==> src/rtl/eaq_pkg.sv <==
package eaq_pkg;
  // Access kind codes on req_kind
  localparam logic [1:0] KIND_FETCH = 2'b00;
  localparam logic [1:0] KIND_LOAD  = 2'b01;
  localparam logic [1:0] KIND_STORE = 2'b10;
  localparam logic [1:0] KIND_ALT   = 2'b11;  // handled as a data load

  typedef enum logic [1:0] {
    QUAD_0 = 2'b00,
    QUAD_1 = 2'b01,
    QUAD_2 = 2'b10,
    QUAD_3 = 2'b11
  } quad_e;

  // Source chosen for each qualified ID
  typedef struct packed {
    logic use_lpid_reg;
    logic use_pid_reg;
    logic legal;
  } quad_sel_t;
endpackage

==> src/rtl/eaq_rsv_check.sv <==
module eaq_rsv_check #(
  parameter int W = 10
) (
  input  logic [W-1:0] field,
  output logic         nonzero
);
  logic [W:0] chain;
  assign chain[0] = 1'b0;
  for (genvar i = 0; i < W; i++) begin : g_or
    assign chain[i+1] = chain[i] | field[i];
  end
  assign nonzero = chain[W];
endmodule

==> src/rtl/eaq_quad_map.sv <==
module eaq_quad_map
  import eaq_pkg::*;
#(
  parameter int LPID_W = 12,
  parameter int PID_W  = 20
) (
  input  logic [1:0]        quadrant,
  input  logic              hv,
  input  logic [LPID_W-1:0] lpid_reg,
  input  logic [PID_W-1:0]  pid_reg,
  output logic              legal,
  output logic [LPID_W-1:0] lpid,
  output logic [PID_W-1:0]  pid
);
  quad_sel_t sel;

  always_comb begin
    sel = '0;
    if (hv) begin
      unique case (quad_e'(quadrant))
        QUAD_0: sel = '{use_lpid_reg: 1'b0, use_pid_reg: 1'b1, legal: 1'b1};
        QUAD_1: sel = '{use_lpid_reg: 1'b1, use_pid_reg: 1'b1, legal: 1'b1};
        QUAD_2: sel = '{use_lpid_reg: 1'b1, use_pid_reg: 1'b0, legal: 1'b1};
        QUAD_3: sel = '{use_lpid_reg: 1'b0, use_pid_reg: 1'b0, legal: 1'b1};
        default: sel = '0;
      endcase
    end else begin
      unique case (quad_e'(quadrant))
        QUAD_0: sel = '{use_lpid_reg: 1'b1, use_pid_reg: 1'b1, legal: 1'b1};
        QUAD_3: sel = '{use_lpid_reg: 1'b1, use_pid_reg: 1'b0, legal: 1'b1};
        default: sel = '0;
      endcase
    end
  end

  assign legal = sel.legal;
  assign lpid  = sel.use_lpid_reg ? lpid_reg : '0;
  assign pid   = sel.use_pid_reg  ? pid_reg  : '0;
endmodule

==> src/rtl/eaq_fault_class.sv <==
module eaq_fault_class
  import eaq_pkg::*;
(
  input  logic       fault,
  input  logic [1:0] kind,
  output logic       iseg,
  output logic       dseg
);
  logic is_fetch;
  assign is_fetch = (kind == KIND_FETCH);
  assign iseg = fault &  is_fetch;
  assign dseg = fault & ~is_fetch;
endmodule

==> src/rtl/ea_quadrant_qualifier.sv <==
module ea_quadrant_qualifier #(
  parameter int EA_W   = 64,
  parameter int LPID_W = 12,
  parameter int PID_W  = 20,
  parameter int RSV_HI = 61,
  parameter int RSV_LO = 52,
  parameter int ERR_W  = 16
) (
  input  logic              clk,
  input  logic              rst_n,
  input  logic              req_valid,
  input  logic [EA_W-1:0]   req_ea,
  input  logic              req_hv,
  input  logic [1:0]        req_kind,
  input  logic [LPID_W-1:0] lpid_reg,
  input  logic [PID_W-1:0]  pid_reg,
  output logic              rsp_valid,
  output logic              rsp_ok,
  output logic [LPID_W-1:0] rsp_lpid,
  output logic [PID_W-1:0]  rsp_pid,
  output logic              rsp_iseg,
  output logic              rsp_dseg,
  output logic [ERR_W-1:0]  rsp_err_code,
  output logic [EA_W-1:0]   fault_addr
);
  localparam int Q_HI  = EA_W - 1;
  localparam int Q_LO  = EA_W - 2;
  localparam int RSV_W = RSV_HI - RSV_LO + 1;

  logic              rsv_bad;
  logic              q_legal;
  logic [LPID_W-1:0] map_lpid;
  logic [PID_W-1:0]  map_pid;
  logic              fault;
  logic              iseg_c, dseg_c;

  eaq_rsv_check #(.W(RSV_W)) u_rsv (
    .field   (req_ea[RSV_HI:RSV_LO]),
    .nonzero (rsv_bad)
  );

  eaq_quad_map #(.LPID_W(LPID_W), .PID_W(PID_W)) u_map (
    .quadrant (req_ea[Q_HI:Q_LO]),
    .hv       (req_hv),
    .lpid_reg (lpid_reg),
    .pid_reg  (pid_reg),
    .legal    (q_legal),
    .lpid     (map_lpid),
    .pid      (map_pid)
  );

  assign fault = req_valid & (rsv_bad | ~q_legal);

  eaq_fault_class u_cls (
    .fault (fault),
    .kind  (req_kind),
    .iseg  (iseg_c),
    .dseg  (dseg_c)
  );

  // Next-state
  logic              valid_d, ok_d, iseg_d, dseg_d;
  logic [LPID_W-1:0] lpid_d;
  logic [PID_W-1:0]  pid_d;
  logic              id_en, fa_en;
  logic [EA_W-1:0]   fa_d;

  always_comb begin
    valid_d = req_valid;
    ok_d    = req_valid & ~fault;
    iseg_d  = iseg_c;
    dseg_d  = dseg_c;
    id_en   = req_valid;
    lpid_d  = fault ? '0 : map_lpid;
    pid_d   = fault ? '0 : map_pid;
    fa_en   = dseg_c;
    fa_d    = req_ea;
  end

  // Registers
  always_ff @(posedge clk or negedge rst_n) begin
    if (!rst_n) begin
      rsp_valid <= 1'b0;
      rsp_ok    <= 1'b0;
      rsp_iseg  <= 1'b0;
      rsp_dseg  <= 1'b0;
    end else begin
      rsp_valid <= valid_d;
      rsp_ok    <= ok_d;
      rsp_iseg  <= iseg_d;
      rsp_dseg  <= dseg_d;
    end
  end

  always_ff @(posedge clk or negedge rst_n) begin
    if (!rst_n) begin
      rsp_lpid <= '0;
      rsp_pid  <= '0;
    end else if (id_en) begin
      rsp_lpid <= lpid_d;
      rsp_pid  <= pid_d;
    end
  end

  always_ff @(posedge clk or negedge rst_n) begin
    if (!rst_n) begin
      fault_addr <= '0;
    end else if (fa_en) begin
      fault_addr <= fa_d;
    end
  end

  assign rsp_err_code = '0;
endmodule

==> config.mk <==
export PLATFORM = sky130hd
export DESIGN_NAME = ea_quadrant_qualifier
export DESIGN_NICKNAME = d
export VERILOG_FILES = /design/src/rtl/eaq_pkg.sv /design/src/rtl/eaq_rsv_check.sv /design/src/rtl/eaq_quad_map.sv /design/src/rtl/eaq_fault_class.sv /design/src/rtl/ea_quadrant_qualifier.sv
export SDC_FILE = /design/constraint.sdc
export NUM_CORES = 1
export LEC_CHECK = 0
export BUFFER_PORTS_ARGS = -buffer_cell sky130_fd_sc_hd__buf_2
export CAP_MARGIN = 10
export CORE_MARGIN = 2
export CORE_UTILIZATION = 40
export CTS_CLUSTER_SIZE = 25
export DETAILED_ROUTE_END_ITERATION = 8
export PLACE_DENSITY = 0.76
export SYNTH_ARGS = -nofsm -noshare
export SYNTH_HDL_FRONTEND = slang
export SYNTH_SLANG_ARGS = --single-unit
export TNS_END_PERCENT = 20
==> constraint.sdc <==
create_clock -name clk -period 0.8 [get_ports clk]
set_clock_uncertainty 0.05 [all_clocks]
set_input_delay 0.08 -clock clk [delete_from_list [all_inputs] [get_ports clk]]
set_output_delay 0.08 -clock clk [all_outputs]
set_load 0.01 [all_outputs]
==> results of run 1 <==
## stage by stage
stage	hold slack, ns	worst slack [ns]	setup TNS, ns	cells
after global routing	-0.07545	-0.6198	-80.16	720
after global placement	-0.07141	-1.078	-95.06	611
final	-0.05224	-0.5767	-72.05	720
after detailed placement	-0.06887	-1.131	-96.93	611
after floorplan	-0.2656	-0.7956	-68.79	277
after CTS	-0.08630	-0.5726	-73.32	718
## per-layer routing
metal / routed length (µm) / vias up / part of all wire (%) / global-route usage (%)
met1: 4518 / 1611 / 39 / 23.35
met5: 0 / - / 0 / 0
met2: 6016 / 153 / 52 / 35.98
met3: 652 / 27 / 5.7 / 5.309
met4: 312 / 0 / 2.7 / 7.692
li1: - / 1546 / - / -
## layout make-up
type	count	area, µm²	area share [%]
multi-input cells	143	1529	22.52
clock buffers	10	127.6	1.879
flip-flops and latches	100	2502	36.85
repair buffers	324	2390	35.19
clock inverters	6	45.04	0.6634
inverters	4	30.03	0.4422
well taps	133	166.4	2.451
## state kept, by name, indices dropped and copies added (netlist names)
register / flops
fault_addr: 64
rsp_pid: 20
rsp_lpid: 12
rsp_dseg: 1
rsp_iseg: 1
rsp_ok: 1
rsp_valid: 1
## what timing repair did
action | 4_1_cts | 5_1_grt
setup buffers | 1 | 1
hold buffers | 90 | 1
gates resized for setup | 21 | 28
endpoints found under the hold margin | 192 | 3
pin swaps | 12 | 4
setup endpoints to repair | 199 | 199
gates cloned | 1 | 0
## power breakdown
| part | switching [mW] | internal (mW) | total, mW |
|---|---|---|---|
| logic | 1.08 | 1.60 | 2.67 |
| clock network | 1.70 | 1.17 | 2.87 |
| registers | 0.261 | 5.48 | 5.74 |
## final timing paths
path                           startpoint              to  slack [ns]  cells past startpoint
min in group asynchronous           rst_n  fault_addr[10]        0.11                      2
hold / removal                  req_ea[4]   fault_addr[4]       -0.05                      2
hold reg to reg               rsp_lpid[4]     rsp_lpid[4]        0.44                      1
max in group asynchronous           rst_n  fault_addr[40]        0.12                      3
setup reg to reg           fault_addr[27]  fault_addr[27]       -0.06                      1
setup / recovery               req_ea[63]  fault_addr[38]       -0.58                      8
## worst max-delay path: stages
cell and delay (ns):
buf_12 0.11, inv_12 0.04, ha_4 0.19, nor2b_4 0.12
nand4b_1 0.26, nand2_4 0.19, buf_12 0.20, mux2_2 0.35
## cells by family (layout without fill, tap and decap cells)
group	Yosys count	after routing	synth area share, %
flip-flops	100	100	63.23
multiplexers	54	54	15.37
AO/OA/AOI/OAI	43	43	11.25
buffers and inverters	35	344	6.007
AND/OR/NAND/NOR	26	27	3.098
adder cells (fa/ha/maj)	3	3	0.9486
other	1	16	0.09476
## layout by cell type, fill, tap and decap left out
master	count
a2111oi_4	1
inv_4	1
mux2_4	43
or3_4	2
nor2b_4	1
buf_2	177
inv_2	1
inv_1	1
clkbuf_1	1
nand4b_1	1
clkbuf_8	9
buf_4	25
conb_1	16
inv_12	1
clkinv_2	2
dlygate4sd3_1	91
and3_1	1
o2bb2ai_2	12
ha_1	2
nor4_4	2
nor2b_1	1
mux2_2	9
buf_6	24
nand2_4	1
ha_4	1
mux2_1	2
nand2_1	12
nor2_1	6
dfrtp_1	100
a22o_1	30
inv_6	4
buf_8	1
buf_12	6
==> metrics.md, run 1 <==
| Metric | Value |
|---|---|
| Area of the mapped netlist | about 4000 µm² |
| Tot Pwr | between 10 and 15 mW |
| VDD IR-drop max | 1.054 mV |
| Hold crit path type | input pin to register |
| Crit end category | register |
| Root Driver | clkbuf_8 |
| Layout area overhead | 71.58% |
| Dominant synthesized flop cell | dfrtp_1 |
| Core Util, Final | between 70% and 80% |
| H-tree Lvls | 3 |
| Max Fclk | 0.7264 GHz |
| LEAKAGE | ~3.5 nW |
| Finished Cell Area | 6790 µm² |
| Failing checks | hold timing, setup timing |
| TritonCTS clock tree | done |
| Most frequent cell after synthesis | dfrtp_1 |
| Initial Util | 40.87% |
| DR iter-0 viols | 83 |
| Layout cells sized above 1 | ~55% |
| CTS Buf Count | 9 |
| Fin. Hold Viols | 1 |
| Number of port buffers | about 200 |
| RSZ-0062 raised after global routing | yes |
| Ports | about 220 |
| Post-route setup slack | -0.5767 ns |
| Number of synthesized flops with an enable pin | 0 |
| Synth cell types | 23 |
| Area contributors post-synth | dfrtp_1, mux2_2, a22o_1 |
| Placement Cell Area | approximately 5400 µm² |
| Max Cap Violations | 0 |
| WL/cell | between 15 and 20 µm |
| Asr flop ratio synth | 100.0% |
| Proportion of synthesized chip area in sequential cells | a little over three fifths |
| Reg clk slew, reported paths | about 0.080 ns |
| Clk Latency, worst-skew pair | roughly 0.35 ns |
| Synth cell count leaders | dfrtp_1, mux2_2, a22o_1, buf_4, nand2_1 |
| DIE AREA | about 11000 µm² |
| Die height | approximately 100 µm |
| Vias in the first global route | approximately 3500 |
| CP startpoint kind | input pin |
| Final setup fails | about 200 |
| Mean Syn Cell Area | 15.11 µm² |
| Antenna violations before repair | 0 |
| Clock Path Buffers | 2 |
| Cells after synthesis | approximately 260 |
| Final nets | slightly below 700 |
| Hold slack | -0.05224 ns |
| CP max FO | 19 |
| Critical Path AT | around 1.6 ns |
| Grt ovf | 0 |
| Core Area | ~9700 µm² |
| Synth Warn # | 0 |
| WL final | 11500 µm |
| Post-DP HPWL | about 7000 µm |
| CTS sink count | 100 |
| Crit Path Class | input pin to register |
| Drt drc | 0 |
| Final Wtd Congestion | roughly 0.86 |
| Post-DRT Antenna Nets | 0 |
| Max Transition Viols Final | 0 |
| Largest area contributor in the netlist | dfrtp_1 |
| GRT Util Overall | between 20% and 30% |
| Tmin final | between 1 and 1.5 ns |
| Largest net degree at the start of global routing | 34 |
| Top cell type's share of synthesized area | a little over three fifths |
| 1st-pass router iterations | 4 |
| Via Count | roughly 3300 |
| First-pass GRT wire length | about 17000 µm |
| Width of the die | roughly 100 µm |
| Yosys reg bits | 100 |
| PD cells | roughly 1700 nW/µm² |
| Avg Vias per Cell | 4.635 |
| Number of filler cells placed in the layout | approximately 630 |
| Status | complete, but fails checks |
| Antenna cells | 0 |
| Core Rows | 36 |
| WP data required | around 0.98 ns |
| Final period util | 172.1% |
No activity file was read; power rests on OpenSTA's default activity.
==> run 2: changes to the inputs <==
Settings changed: MAX_ROUTING_LAYER set to met4.
==> metrics.md, run 2 (synthesis gave the netlist of run 1 again) <==
| Metric | Value |
|---|---|
| DR iter-0 viols | 96 (+16%) |
| Met3 WL post-DR | 705 µm (+8.1%) |
| Max Transition Viols Final | 0 (unchanged) |
| M1 wire length | 4448 µm (-1.5%) |
| Largest net degree at the start of global routing | 34 (unchanged) |
| Layout Cells excl Fill | 719 (-0.14%) |
| VDD IR-drop max | 1.056 mV (+0.22%) |
| Initial Util | 40.87% (unchanged) |
| Antenna violations before repair | 0 (unchanged) |
| Hold slack | -0.06817 ns (-0.01593 ns) |
| CP startpoint kind | input pin |
| Largest register by flop count | fault_addr |
| Max FFs per register | 64 (unchanged) |
| Top routing layer in use | met4 |
| Width of the die | 103.5 µm (unchanged) |
| Reg clk slew, reported paths | 0.09 ns (about the same) |
| Status | complete, but fails checks |
| Crit-path slowest cell | mux2_2 |
| PD cells | 1663 nW/µm² (about the same) |
| Number of port buffers | 201 (unchanged) |
| Hold crit path type | input pin to register |
| CTS Buf Count | 9 (unchanged) |
| Antenna cells | 0 (unchanged) |
| Max Fclk | 0.7258 GHz (about the same) |
| R2r setup slk | -0.06 ns (about the same) |
| RSZ-0062 raised after global routing | yes |
| Hold depth | 2 (unchanged) |
| CTS sink count | 100 (unchanged) |
| Placed cell count | 611 (unchanged) |
| Tmin final | 1.378 ns (+0.001153 ns) |
| Critical Path AT | 1.55 ns (about the same) |
| Failing checks | hold timing, setup timing |
| Die height | 103.5 µm (unchanged) |
| TritonCTS clock tree | done |
| Vias in the first global route | 3529 (-0.085%) |
| Crit Path Class | input pin to register |
| Final nets | 686 (-0.15%) |
| Grt ovf | 0 (unchanged) |
| Slowest cell delay on critical path | 0.35 ns (about the same) |
| Reg-to-Reg End | fault_addr[27] |
| Fin. Hold Viols | 2 (+1) |
| WP data required | 0.98 ns (about the same) |
| Root Driver | clkbuf_8 |
| Most frequent cells in the layout | buf_2, dfrtp_1, dlygate4sd3_1, mux2_4, a22o_1 |
| Clock Path Buffers | 2 (unchanged) |
| Max Cap Violations | 0 (unchanged) |
| First-pass GRT wire length | 16570 µm (about the same) |
| Avg Vias per Cell | 4.638 (about the same) |
| Metal2 WL | 6026 µm (+0.17%) |
| 1st-pass router iterations | 4 (unchanged) |
| Hold path start | req_ea[40] |
| Final Wtd Congestion | 0.8705 (+1.6%) |
| Cell mode on critical path | buf_12 |
| Post-DP HPWL | 7002 µm (unchanged) |
| Drt drc | 0 (unchanged) |
| Regs by FF count | fault_addr: 64 flops, rsp_pid: 20 flops, rsp_lpid: 12 flops |
| Post-route setup slack | -0.5778 ns (-0.001153 ns) |
| Final setup fails | 199 (unchanged) |
| Clk Latency, worst-skew pair | 0.35 ns (about the same) |
| Ports | 218 (unchanged) |
| WL final | 11440 µm (-0.53%) |
| LEAKAGE | 3.522 nW (-0.12%) |
| WL/cell | 15.91 µm (-0.39%) |
| CP max FO | 19 (unchanged) |
| Hold endpoint | fault_addr[40] |
| Hold_buf cts | 90 (unchanged) |
| Final period util | 172.2% (about the same) |
| Crit end category | register |
| H-tree Lvls | 3 (unchanged) |
| Reg2reg start | fault_addr[27] |
| Via Count | 3335 (-0.060%) |
| DIE AREA | 10710 µm² (unchanged) |
| Worst R2R Path Depth | 1 (unchanged) |
| Core Rows | 36 (unchanged) |
| Layout area overhead | 71.32% |
| Commonest non-fill, non-tap cell in the layout | buf_2 |
| Post-DRT Antenna Nets | 0 (unchanged) |
| Core Area | 9684 µm² (unchanged) |
| Layout cells sized above 1 | 55.12% (+0.094 points) |
| GRT Util Overall | 20.81% (+0.58 points) |
| Worst path cell trace | buf_12 -> inv_12 -> ha_4 -> nor2b_4 -> nand4b_1 -> nand2_4 -> buf_12 -> mux2_2 |
| Setup WS pre-CTS | -1.131 ns (unchanged) |
==> run 2: power breakdown <==
part / internal (mW) / switching [mW]
Clock: 1.17 / 1.70
Sequential: 5.48 / 0.260
Combinational: 1.59 / 1.07
Total: 8.24 / 3.03
==> run 2: worst max-delay path by stage <==
stage	from	endpoint	slack, ns	cells past startpoint
after floorplan	req_ea[63]	fault_addr[0]	-0.80	8
after global placement	req_ea[57]	rsp_lpid[0]	-1.08	7
final	req_ea[63]	fault_addr[38]	-0.58	8
after detailed placement	req_ea[63]	rsp_lpid[0]	-1.13	8
after global routing	req_ea[63]	rsp_pid[10]	-0.62	9
after CTS	req_ea[63]	rsp_lpid[11]	-0.57	8
==> run 2: timing repair <==
action	in CTS	in global routing
cloned	1	0
endpoints found under the hold margin	192	3
gates resized for setup	21	28
buffers inserted	1	1
setup endpoints to repair	199	199
pin swaps	12	4
==> run 2: final cells by class <==
cell class,count,area [µm²]
fill,629,2904
sequential,100,2502
timing repair buffer,323,2380
multi-input combinational,143,1529
tap,133,166.4
clock buffer,10,127.6
clock inverter,6,45.04
inverter,4,30.03
==> run 2: per-layer routing <==
layer | track usage, % | up-vias
met3 | 4.368 | 23
met2 | 36.08 | 153
met4 | 7.692 | 0
li1 | - | 1543
met5 | - | -
met1 | 23.74 | 1616
==> run 2: metrics by stage <==
stage / cell area [µm²] / total power, mW / utilization, % / TNS [ns]
after floorplan: 4192 / 6.866 / - / -68.79
after global placement: 5440 / 7.811 / 56.18 / -95.06
after detailed placement: 5440 / 7.883 / 56.18 / -96.93
after CTS: 6621 / 11.21 / 68.37 / -73.32
after global routing: 6780 / 11.86 / 70.01 / -80.15
final: 6780 / 11.28 / 70.01 / -71.97
==> run 2: critical path: cells and delay by family <==
kind	cells	cell delay (ns)
fa+ha+maj	1	0.19
buf+inv	3	0.35
mux	1	0.35
simple gates	3	0.57
==> run 3: changes to the inputs <==
Settings changed: ABC_AREA set to 1, CORE_UTILIZATION 40 to 41, GPL_TIMING_DRIVEN set to 0, SKIP_LAST_GASP set to 1.
==> metrics.md, run 3 <==
| Metric | Value |
|---|---|
| P_sw | 3.434 mW (+13%) |
| Largest register by flop count | fault_addr |
| LEAKAGE | 4.041 nW (+15%) |
| Number of port buffers | 201 (unchanged) |
| Failing checks | hold timing, setup timing |
| Fin. Hold Viols | 51 (+49) |
| Final period util | 148.4% (-24 points) |
| PD cells | 1546 nW/µm² (-7.0%) |
| Slowest cell delay on critical path | 0.39 ns (+0.04 ns) |
| Regs by FF count | fault_addr: 64 flops, rsp_pid: 20 flops, rsp_lpid: 12 flops |
| Final setup fails | 199 (unchanged) |
| Crit Path Class | input pin to register |
| Gate power share | 24.4% (+0.8 points) |
| Cell mode on critical path | buf_2 |
| Post-route setup slack | -0.3872 ns (+0.1906 ns) |
| CTS sink count | 100 (unchanged) |
| Synth cell types | 20 (-13%) |
| Clk Latency, worst-skew pair | 0.35 ns (about the same) |
| Hold slack | -0.3083 ns (-0.2401 ns) |
| TritonCTS clock tree | done |
| Via Count | 4927 (+48%) |
| First-pass GRT wire length | 24450 µm (+48%) |
| Antenna violations before repair | 0 (unchanged) |
| Crit end category | register |
| Area of the mapped netlist | 4268 µm² (+7.8%) |
| Final nets | 927 (+35%) |
| Measured slew at the worst slew-check pin | about 0.68 ns |
| Width of the die | 106.0 µm (+2.5%) |
| Core Area | 10230 µm² (+5.6%) |
| Switch share | 29.82% (+2.9 points) |
| GRT Util Overall | 28.29% (+7.5 points) |
| CP max FO | 10 (-9) |
| Max FFs per register | 64 (unchanged) |
| Worst path cell trace | buf_2 -> inv_1 -> nand2_1 -> buf_2 -> buf_1 -> nand4_1 -> nand2_2 |
| Drt drc | 0 (unchanged) |
| Grt ovf | 0 (unchanged) |
| Sequential Power Share | 49.7% (-1.2 points) |
| Reg clk slew, reported paths | 0.09 ns (about the same) |
| Synth Warn # | 0 (unchanged) |
| Power Internal | 8.081 mW (-2.0%) |
| Layout area overhead | 74.46% |
| Yosys reg bits | 100 (unchanged) |
| Tot Pwr | 11.51 mW (+2.1%) |
| Mean Syn Cell Area | 9.023 µm² (-40%) |
| Number of synthesized flops with an enable pin | 0 (unchanged) |
| Area contributors post-synth | dfrtp_1, nand2_1, nand4_1 |
| Commonest non-fill, non-tap cell in the layout | buf_2 |
| CTS Buf Count | 9 (unchanged) |
| Die height | 106.0 µm (+2.5%) |
| Root Driver | clkbuf_8 |
| Max Cap Violations | 0 (unchanged) |
| DR iter-0 viols | 373 (+290%) |
| Cells after synthesis | 473 (+81%) |
| Layout cells sized above 1 | 40.19% (-15 points) |
| Top cell type's share of synthesized area | 58.63% (-4.6 points) |
| Hold crit path type | input pin to asynchronous set/reset pin |
| Clock share of power | 25.9% (+0.5 points) |
| Post-DP HPWL | 8675 µm (+24%) |
| 1st-pass router iterations | 5 (+1) |
| Most frequent cells in the layout | buf_2, nand2_1, dfrtp_1, dlygate4sd3_1, nand4_1 |
| Max Fclk | 0.8423 GHz (+16%) |
| Critical Path AT | 1.43 ns (-0.12 ns) |
| Max Transition Viols Final | 0 (unchanged) |
| WP data required | 1.04 ns (+0.06 ns) |
| DIE AREA | 11240 µm² (+5.0%) |
| Layout Cells excl Fill | 962 (+34%) |
| Crit-path slowest cell | buf_1 |
| Largest area contributor in the netlist | dfrtp_1 |
| WP buf/inv | 4 (+1) |
| WL/cell | 17.21 µm (+8.1%) |
| Most frequent cell after synthesis | nand2_1 |
| Setup WS pre-CTS | -0.9382 ns (+0.1928 ns) |
| CP delay by family, top | buffers and inverters |
| Final Wtd Congestion | 0.8104 (-6.9%) |
| WL final | 16550 µm (+45%) |
| Clock Path Buffers | 2 (unchanged) |
| RSZ-0062 raised after global routing | yes |
| VDD IR-drop max | 0.7863 mV (-26%) |
| Avg Vias per Cell | 5.122 (+10%) |
| Asr flop ratio synth | 100.0% (unchanged) |
| Number of filler cells placed in the layout | 681 (+8.3%) |
| Slew headroom | a little over half |
| CP startpoint kind | input pin |
| Dominant synthesized flop cell | dfrtp_1 |
| Vias in the first global route | 4994 (+42%) |
| Tmin final | 1.187 ns (-0.1906 ns) |
| Placed cell count | 826 (+35%) |
| Synth cell count leaders | nand2_1, dfrtp_1, nand4_1, o21ai_0, buf_4 |
| H-tree Lvls | 3 (unchanged) |
| Largest net degree at the start of global routing | 53 (+56%) |
| Antenna cells | 0 (unchanged) |
| Hold_buf cts | 96 (+6.7%) |
| Post-DRT Antenna Nets | 0 (unchanged) |
| Initial Util | 41.71% (+0.85 points) |
| Proportion of synthesized chip area in sequential cells | 58.63% (-4.6 points) |
| Core Rows | 37 (+2.8%) |
| Ports | 218 (unchanged) |
| Status | complete, but fails checks |
[run 3: cell types whose count changed after synthesis, moves of 4 or more]
cell / change
nand2_1: +185
nand4_1: +64
mux2_2: -48
o21ai_0: +32
a22o_1: -30
clkbuf_1: +12
o2bb2ai_2: -10
mux2_1: -6
buf_2: +5
buf_1: +4
inv_1: +4
[run 3: layout make-up]
| cell class | count | area, µm² | share of cell area (%) |
|---|---|---|---|
| plain buffers | 53 | 442.9 | 5.949 |
| clock buffers | 11 | 151.4 | 2.033 |
| clock inverters | 4 | 25.02 | 0.3361 |
| inverters | 8 | 55.05 | 0.7394 |
| multi-input cells | 327 | 1704 | 22.89 |
| flip-flops and latches | 100 | 2502 | 33.61 |
| well taps | 136 | 170.2 | 2.285 |
| repair buffers | 323 | 2395 | 32.16 |
[run 3: power by group through the flow]
stage	sequential, mW	combinational [mW]	clock, mW
final	5.73	2.81	2.98
after global routing	5.76	3.02	3.30
after CTS	5.64	2.56	3.04
after detailed placement	5.73	1.95	0
after global placement	5.72	1.90	0
after floorplan	5.92	0.769	0
[run 3: layer usage]
metal / routed length [µm] / vias up / GRT usage [%]
li1: - / 2226 / -
met1: 6227 / 2338 / 31.15
met2: 8427 / 303 / 48.29
met3: 1275 / 60 / 7.112
met4: 621 / 0 / 13.25
met5: 0 / - / -
[run 3: cells by family (layout without fill, tap and decap cells)]
group / Yosys count / count (layout) / synth area share, %
xor gates and xnor gates: 1 / 1 / 0.2053
AOI/OAI and AO/OA: 33 / 33 / 3.870
buffers and inverters: 61 / 399 / 8.179
DFF: 100 / 100 / 58.63
adders and majority gates: 3 / 3 / 0.8796
other: 1 / 16 / 0.08787
and+or+nand+nor: 274 / 274 / 28.14
[run 3: worst paths after layout]
path | depth (start not counted) | start | slack, ns | to
setup / recovery | 7 | req_kind[1] | -0.39 | fault_addr[18]
hold / removal | 1 | rst_n | -0.31 | fault_addr[42]
setup reg to reg | 2 | fault_addr[28] | 0.06 | fault_addr[28]
hold reg to reg | 2 | fault_addr[3] | 0.42 | fault_addr[3]
max in group asynchronous | 2 | rst_n | 0.31 | rsp_pid[5]
min in group clk | 4 | req_hv | 0.12 | rsp_lpid[0]
[run 3: repair_timing]
action,CTS,global route
pin swaps,4,3
endpoints found under the hold margin,147,51
gates resized for setup,68,56
endpoints found under the setup margin,199,199
gates cloned,11,3
buffers inserted,9,2
[run 3: through the flow]
stage	utilization (%)	TNS, ns	cell area, µm²
after floorplan	-	-33.57	4388
after global placement	54.38	-215.16	5564
after detailed placement	54.68	-86.82	5594
after CTS	70.22	-51.68	7184
after global routing	72.78	-59.68	7446
final	72.78	-51.32	7446
[run 3: worst register-to-register path, stage by stage (launching register included)]
cell and delay (ns):
dfrtp_1 0.42, nand2_2 0.10, nand2_2 0.06
